### src/rtl/tmo_pkg.sv
package tmo_pkg;

    localparam int unsigned TMO_PRE_W = 12;
    localparam int unsigned TMO_CNT_W = 16;

    typedef enum logic [0:0] {
        TMO_IDLE = 1'b0,
        TMO_RUN  = 1'b1
    } tmo_state_e;

    typedef struct packed {
        logic start;
        logic stop;
        logic tick;
    } tmo_evt_t;

    // Terminal value of the divider phase counter: period is 2*P+1
    function automatic logic [TMO_PRE_W:0] div_last(input logic [TMO_PRE_W-1:0] p);
        return {p, 1'b0};
    endfunction

endpackage

### src/rtl/tmo_prescaler.sv
module tmo_prescaler #(
    parameter int unsigned PRE_W = tmo_pkg::TMO_PRE_W
) (
    input  logic             clk,
    input  logic             rst,
    input  logic             run,
    input  logic             restart,
    input  logic [PRE_W-1:0] pre,
    output logic             tick
);
    localparam int unsigned PH_W = PRE_W + 1;

    logic [PH_W-1:0] phase_q;
    logic [PH_W-1:0] last;
    logic            at_end;

    assign last   = {pre, 1'b0};
    assign at_end = (phase_q >= last);
    assign tick   = run && !restart && at_end;

    always_ff @(posedge clk) begin
        if (rst) begin
            phase_q <= '0;
        end else if (restart || !run || at_end) begin
            phase_q <= '0;
        end else begin
            phase_q <= phase_q + 1'b1;
        end
    end
endmodule

### src/rtl/tmo_downcount.sv
module tmo_downcount
    import tmo_pkg::*;
#(
    parameter int unsigned CNT_W = tmo_pkg::TMO_CNT_W
) (
    input  logic             clk,
    input  logic             rst,
    input  tmo_evt_t         evt,
    input  logic [CNT_W-1:0] reload,
    output logic [CNT_W-1:0] count,
    output logic             running,
    output logic             expire
);
    tmo_state_e       state_q;
    logic [CNT_W-1:0] cnt_q;
    logic             last_tick;

    assign last_tick = (cnt_q <= CNT_W'(1));
    assign expire    = (state_q == TMO_RUN) && evt.tick && !evt.stop
                       && !evt.start && last_tick;
    assign count     = cnt_q;
    assign running   = (state_q == TMO_RUN);

    always_ff @(posedge clk) begin
        if (rst) begin
            state_q <= TMO_IDLE;
            cnt_q   <= '0;
        end else if (evt.stop) begin
            state_q <= TMO_IDLE;
        end else if (evt.start) begin
            state_q <= TMO_RUN;
            cnt_q   <= reload;
        end else if (state_q == TMO_RUN && evt.tick) begin
            if (last_tick) begin
                cnt_q   <= '0;
                state_q <= TMO_IDLE;
            end else begin
                cnt_q <= cnt_q - 1'b1;
            end
        end
    end
endmodule

### src/rtl/tmo_irq_flag.sv
module tmo_irq_flag (
    input  logic clk,
    input  logic rst,
    input  logic set_i,
    input  logic ack_we,
    input  logic ack_val,
    output logic flag
);
    always_ff @(posedge clk) begin
        if (rst) begin
            flag <= 1'b0;
        end else if (set_i) begin
            flag <= 1'b1;
        end else if (ack_we && ack_val) begin
            flag <= 1'b0;
        end
    end
endmodule

### src/rtl/tmo_timer.sv
module tmo_timer
    import tmo_pkg::*;
#(
    parameter int unsigned PRE_W = tmo_pkg::TMO_PRE_W,
    parameter int unsigned CNT_W = tmo_pkg::TMO_CNT_W,
    localparam int unsigned HI_PRE_W = PRE_W - 8,
    localparam int unsigned HI_CNT_W = CNT_W - 8
) (
    input  logic                clk,
    input  logic                rst,
    input  logic                auto_start,
    input  logic [HI_PRE_W-1:0] pre_hi,
    input  logic [7:0]          pre_lo,
    input  logic [HI_CNT_W-1:0] rld_hi,
    input  logic [7:0]          rld_lo,
    input  logic                tx_done,
    input  logic                stop,
    input  logic                irq_ack_we,
    input  logic                irq_ack_val,
    output logic [HI_CNT_W-1:0] cnt_hi,
    output logic [7:0]          cnt_lo,
    output logic                irq_timer
);
    tmo_evt_t         evt;
    logic [PRE_W-1:0] pre_val;
    logic [CNT_W-1:0] reload_val;
    logic [CNT_W-1:0] count;
    logic             running;
    logic             tick;
    logic             expire_pulse;

    assign pre_val    = {pre_hi, pre_lo};
    assign reload_val = {rld_hi, rld_lo};
    assign evt.start  = tx_done && auto_start;
    assign evt.stop   = stop;
    assign evt.tick   = tick;

    tmo_prescaler #(.PRE_W(PRE_W)) u_pre (
        .clk     (clk),
        .rst     (rst),
        .run     (running),
        .restart (evt.start),
        .pre     (pre_val),
        .tick    (tick)
    );

    tmo_downcount #(.CNT_W(CNT_W)) u_cnt (
        .clk     (clk),
        .rst     (rst),
        .evt     (evt),
        .reload  (reload_val),
        .count   (count),
        .running (running),
        .expire  (expire_pulse)
    );

    tmo_irq_flag u_irq (
        .clk     (clk),
        .rst     (rst),
        .set_i   (expire_pulse),
        .ack_we  (irq_ack_we),
        .ack_val (irq_ack_val),
        .flag    (irq_timer)
    );

    assign cnt_hi = count[CNT_W-1:8];
    assign cnt_lo = count[7:0];
endmodule

### config.mk
export PLATFORM = sky130hd
export DESIGN_NAME = tmo_timer
export DESIGN_NICKNAME = d
export VERILOG_FILES = /design/src/rtl/tmo_pkg.sv /design/src/rtl/tmo_prescaler.sv /design/src/rtl/tmo_downcount.sv /design/src/rtl/tmo_irq_flag.sv /design/src/rtl/tmo_timer.sv
export SDC_FILE = /design/constraint.sdc
export NUM_CORES = 1
export LEC_CHECK = 0
export BUFFER_PORTS_ARGS = -buffer_cell sky130_fd_sc_hd__buf_2
export CORE_UTILIZATION = 30
export DETAILED_ROUTE_END_ITERATION = 16
export SLEW_MARGIN = 5
export SYNTH_ARGS = -nofsm -noshare
export SYNTH_HDL_FRONTEND = slang
export SYNTH_HIERARCHICAL = 1
export SYNTH_SLANG_ARGS = --single-unit
### constraint.sdc
create_clock -name clk -period 2.83 [get_ports clk]
set_clock_uncertainty 0.2 [all_clocks]
set_input_delay 0.566 -clock clk [delete_from_list [all_inputs] [get_ports clk]]
set_output_delay 0.566 -clock clk [all_outputs]
set_load 0.02 [all_outputs]
After elaboration in Yosys (flattened, before gate mapping)
Cells that the tools add are included.
{ "classes": {"n_lt_le_gt_ge": 2, "addsub": 2, "reduce_logical": 20, "mux": 8, "bitwise_logic": 1} }
{ "op_table": {"columns": ["op", "n"], "rows": [
  ["2-to-1 mux 16 bit", 3],
  ["less-or-equal comparator 16 x 1 -> 1 bit (second input constant)", 1],
  ["subtractor 16 x 1 -> 16 bit (second input constant)", 1],
  ["adder 13 x 1 -> 13 bit (second input constant)", 1],
  ["greater-or-equal comparator 13 bit", 1],
  ["logical AND 1 bit", 8],
  ["nonzero test 2 bit", 3],
  ["2-to-1 mux 1 bit", 5],
  ["AND reduction 2 bit", 2],
  ["OR reduction 2 bit", 2],
  ["zero test 1 bit", 3],
  ["logical OR 1 bit", 2],
  ["inverter 1 bit", 1]
]} }
{ "word_totals": {"input_bits": 35, "out_inout_bits": 17, "register_bits": 31, "word_cells": 37} }

Logic depth before layout (Yosys ltp)
{ "depth": {"depth_word": 9, "depth_mapped": 13, "mapped_depth_nobuf": 11} }

Hierarchy
The synthesis kept the hierarchy.
{ "modules_own_cells": {"columns": ["mod", "n_inst", "seq_area_each_um2", "area_each_um2", "cells_each"], "rows": [
  ["tmo_downcount", 1, 340.3, 1122.3, 140],
  ["tmo_prescaler", 1, 260.2, 972.2, 105],
  ["tmo_irq_flag", 1, 20.0, 42.5, 4],
  ["tmo_timer", 1, 0.0, 6.3, 1]
]} }

Worst setup path before layout
OpenSTA, ideal clock, no wires.
{ "synth_timing": {"kind": "input-to-reg", "start": "in pre_hi[1]", "end": "reg u_cnt.cnt_q[15], in the netlist u_cnt/count[15]", "t_arrival_ns": 2.807, "n_path_buf": 2, "setup_time_ns": 0.074, "path_stages": 13, "setup_slack_ns": -0.251, "required_time_ns": 2.556, "cell_sequence": "inv_1 -> ha_1 -> nand4_1 -> nor4_1 -> a211o_1 -> buf_6 -> o21ba_2 -> a21oi_1 -> or2_2 -> buf_2 -> nor4_2 -> nand3_1 -> a31oi_1"} }
{ "synth_rtl": {"columns": ["item", "line", "source"], "rows": [
  ["from (decl)", "tmo_timer.sv:12", "input logic [HI_PRE_W-1:0] pre_hi,"],
  ["to (signal assigned)", "tmo_downcount.sv:32", "cnt_q <= reload;"],
  ["to (signal assigned)", "tmo_downcount.sv:38", "cnt_q <= cnt_q - 1'b1;"],
  ["to (decl)", "tmo_downcount.sv:15", "logic [CNT_W-1:0] cnt_q;"]
]} }

==> impl_metrics.ini <==
[die]
rows = 30
dieArea_mm2 = 0.00749
io_pins = 52
die_h_um = 86.5
die_w_um = 86.5
core_area_mm2 = 0.00683
start_util_pct = 31.4

[synth]
async_flop_share_pct = 0
seq_area_frac_synth_pct = 29.0
ys_types = 50
ys_ff_latch = 31
synth_edf_count = 0
syn_nets = 300
synth_xor_area_share_pct = 4.50
synth_simple_gate_area_share_pct = 29.1
synthMuxAreaShare_pct = 0
avgSynthCellArea_um2 = 8.57
syn_inst = 250
syn_area_mm2 = 0.00214
yosys.area.top_type_share_pct = 29.0
synth_top_cell_by_area = dfxtp_1
ys.flop_type = dfxtp_1
synth_compound_area_share_pct = 21.2
synth.area.top_cells = dfxtp_1, ha_1, nor4_2
synth_top_family_by_area = simple AND/OR/NAND/NOR gates
synthAdderAreaFrac_pct = 8.76
yosys_warnings = 6

[grt]
grt_pass1_wl_mm = 9.55
grt_pass1_vias = 2000
grt.overflow.total = 0
antenna_found_initial = 0
grt_usage_pct = 16.3
grt_max_degree = 22

[clocking]
cts_tree = yes
clk_latency_ns = 0.29
clk_pin_slew_ns = 0.06
clockRootBuffer = clkbuf_8
post_cts_buffers = 0
htree_levels = 2
cts.sinks = 31
holdBufCountCts = 0
clk_path_buf_depth = 2
cts_buffers = 5
cts_resized = 0

[sta]
rsz0062_at_grt = false
final_hold_viol_count = 0
fin_crit_ns = 2.65
final_max_slew_viol_count = 0
fmax_mhz = 378
final.setup.tns_ns = 0
setup_viol_count_final = 0
fin_crit_sh_pct = 93.6
worst_slack_ns = 0.182
slew_headroom_pct = 56.6
tightest_slew_ns = 0.647

[finish]
final_nets = 359
fill_cells = 737
area_delta_synth_final_pct = 29.9
final_cell_mix = buf_2, dfxtp_1, inv_1, nand2_1, nor2_1
diodes = 0
final_common_cell = buf_2
drive_gt1_share_pct = 36.1

[drt]
first_pass_iters = 4
drc = 0
num_vias = 2127
vias_per_cell = 5.24
drt-wirelength-per-cell_um = 14.2
drt-initial-drc-count = 93
routed_wl_mm = 5.75
final_antenna_net_count = 0

[status]
status = finished, final reports clean

[run]
max_cap_viol_count = 0

[critical_path]
required_ns = 2.82
crit_type = register to register
path_max_fanout = 10
worstPathArrival_ns = 2.64
start_kind = register
cp-end-kind = register

[place]
dp_hpwl_mm = 4.25
post-place-ws_ns = -0.0677
gp_congestion = 0.822
io_buffers = 51

[power]
report.power.total_mw = 1.22
leakagePower_nw = 1.06
irDropWorstVdd_uv = 251
pwr_density_cell_mw_per_mm2 = 439

[hold_path]
hold_path.class = input pin to register
-- Yosys cell counts, drive strengths merged, types with 2 or more instances --
cell and n:
or3 3, or2 2, a41oi 2, o21ai 4, nor4b 2, a31oi 6
ha 15, a32oi 4, a211oi 6, nor4 18, buf 9, nand2 18
nand4 9, o21bai 2, inv 24, o32ai 4, nor2 15, nor3 12
a221oi 3, a22oi 3, o311a 2, a21oi 16, nand3 10, clkbuf 2
dfxtp 31, nand2b 2, xnor2 10, and2 2
-- layout make-up --
cell class	instances	area, um^2	area share (%)
Clock buffer	7	76.3	2.74
Clock inverter	1	5.00	0.180
Inverter	24	110	3.96
Multi-Input combinational cell	184	1490	53.7
Sequential cell	31	621	22.3
Tap cell	96	120	4.31
Timing Repair Buffer	63	358	12.9
-- critical path, stage by stage, from the launching register on --
cell and delay, ns:
dfxtp_1 0.44, ha_4 0.25, a211oi_2 0.17, o21bai_1 0.12
a211o_1 0.32, o21ba_4 0.24, a21oi_4 0.14, or2_4 0.24
buf_12 0.14, a21oi_1 0.04, o32ai_1 0.25
-- routing by layer --
layer / track usage (%) / wire length [um] / up-vias
met4: 4.55 / 65 / 0
li1: - / - / 1060
met3: 3.52 / 284 / 6
met2: 27.8 / 2840 / 56
met1: 20.6 / 2550 / 1005
met5: 0 / 0 / -
-- power breakdown --
part	switching [mW]	total [mW]	internal (mW)	leakage, nW
logic	0.241	0.389	0.148	0.770
clock network	0.171	0.344	0.172	0.0422
registers	0.0320	0.489	0.457	0.251
-- kinds of logic (layout without fill, tap and decap cells) --
logic type	count (synthesis)	count (layout)
simple gates	98	98
compound gates	60	60
buf+inv	35	95
flops	31	31
fa+ha+maj	15	15
xor+xnor	11	11
-- registers in the layout, indices dropped and copies added (netlist names) --
| register | cells |
|---|---|
| u_cnt/running | 1 |
| u_cnt/count | 16 |
| u_pre/phase_q | 13 |
| u_irq/flag | 1 |
-- path summary, 6_finish.rpt --
check | from | endpoint | slack [ns] | cells after the start
worst max register to register | u_pre/phase_q[10] | u_cnt/count[5] | 0.18 | 10
worst max-delay path | u_pre/phase_q[10] | u_cnt/count[5] | 0.18 | 10
worst min-delay path | irq_ack_val | u_irq/flag | 0.29 | 2
worst min register to register | u_cnt/count[10] | u_cnt/count[10] | 0.30 | 2
-- through the flow --
stage | hold WS (ns) | utilization (%) | instance area, um^2 | std cells
final | 0.292 | 40.8 | 2780 | 406
after global routing | 0.290 | 40.8 | 2780 | 406
after CTS | 0.289 | 40.8 | 2780 | 406
after detailed placement | 0.294 | 39.6 | 2700 | 398
after global placement | 0.284 | 39.6 | 2700 | 398
after floorplan | 0.276 | - | 2310 | 250
No activity file was read; power rests on OpenSTA's default activity.
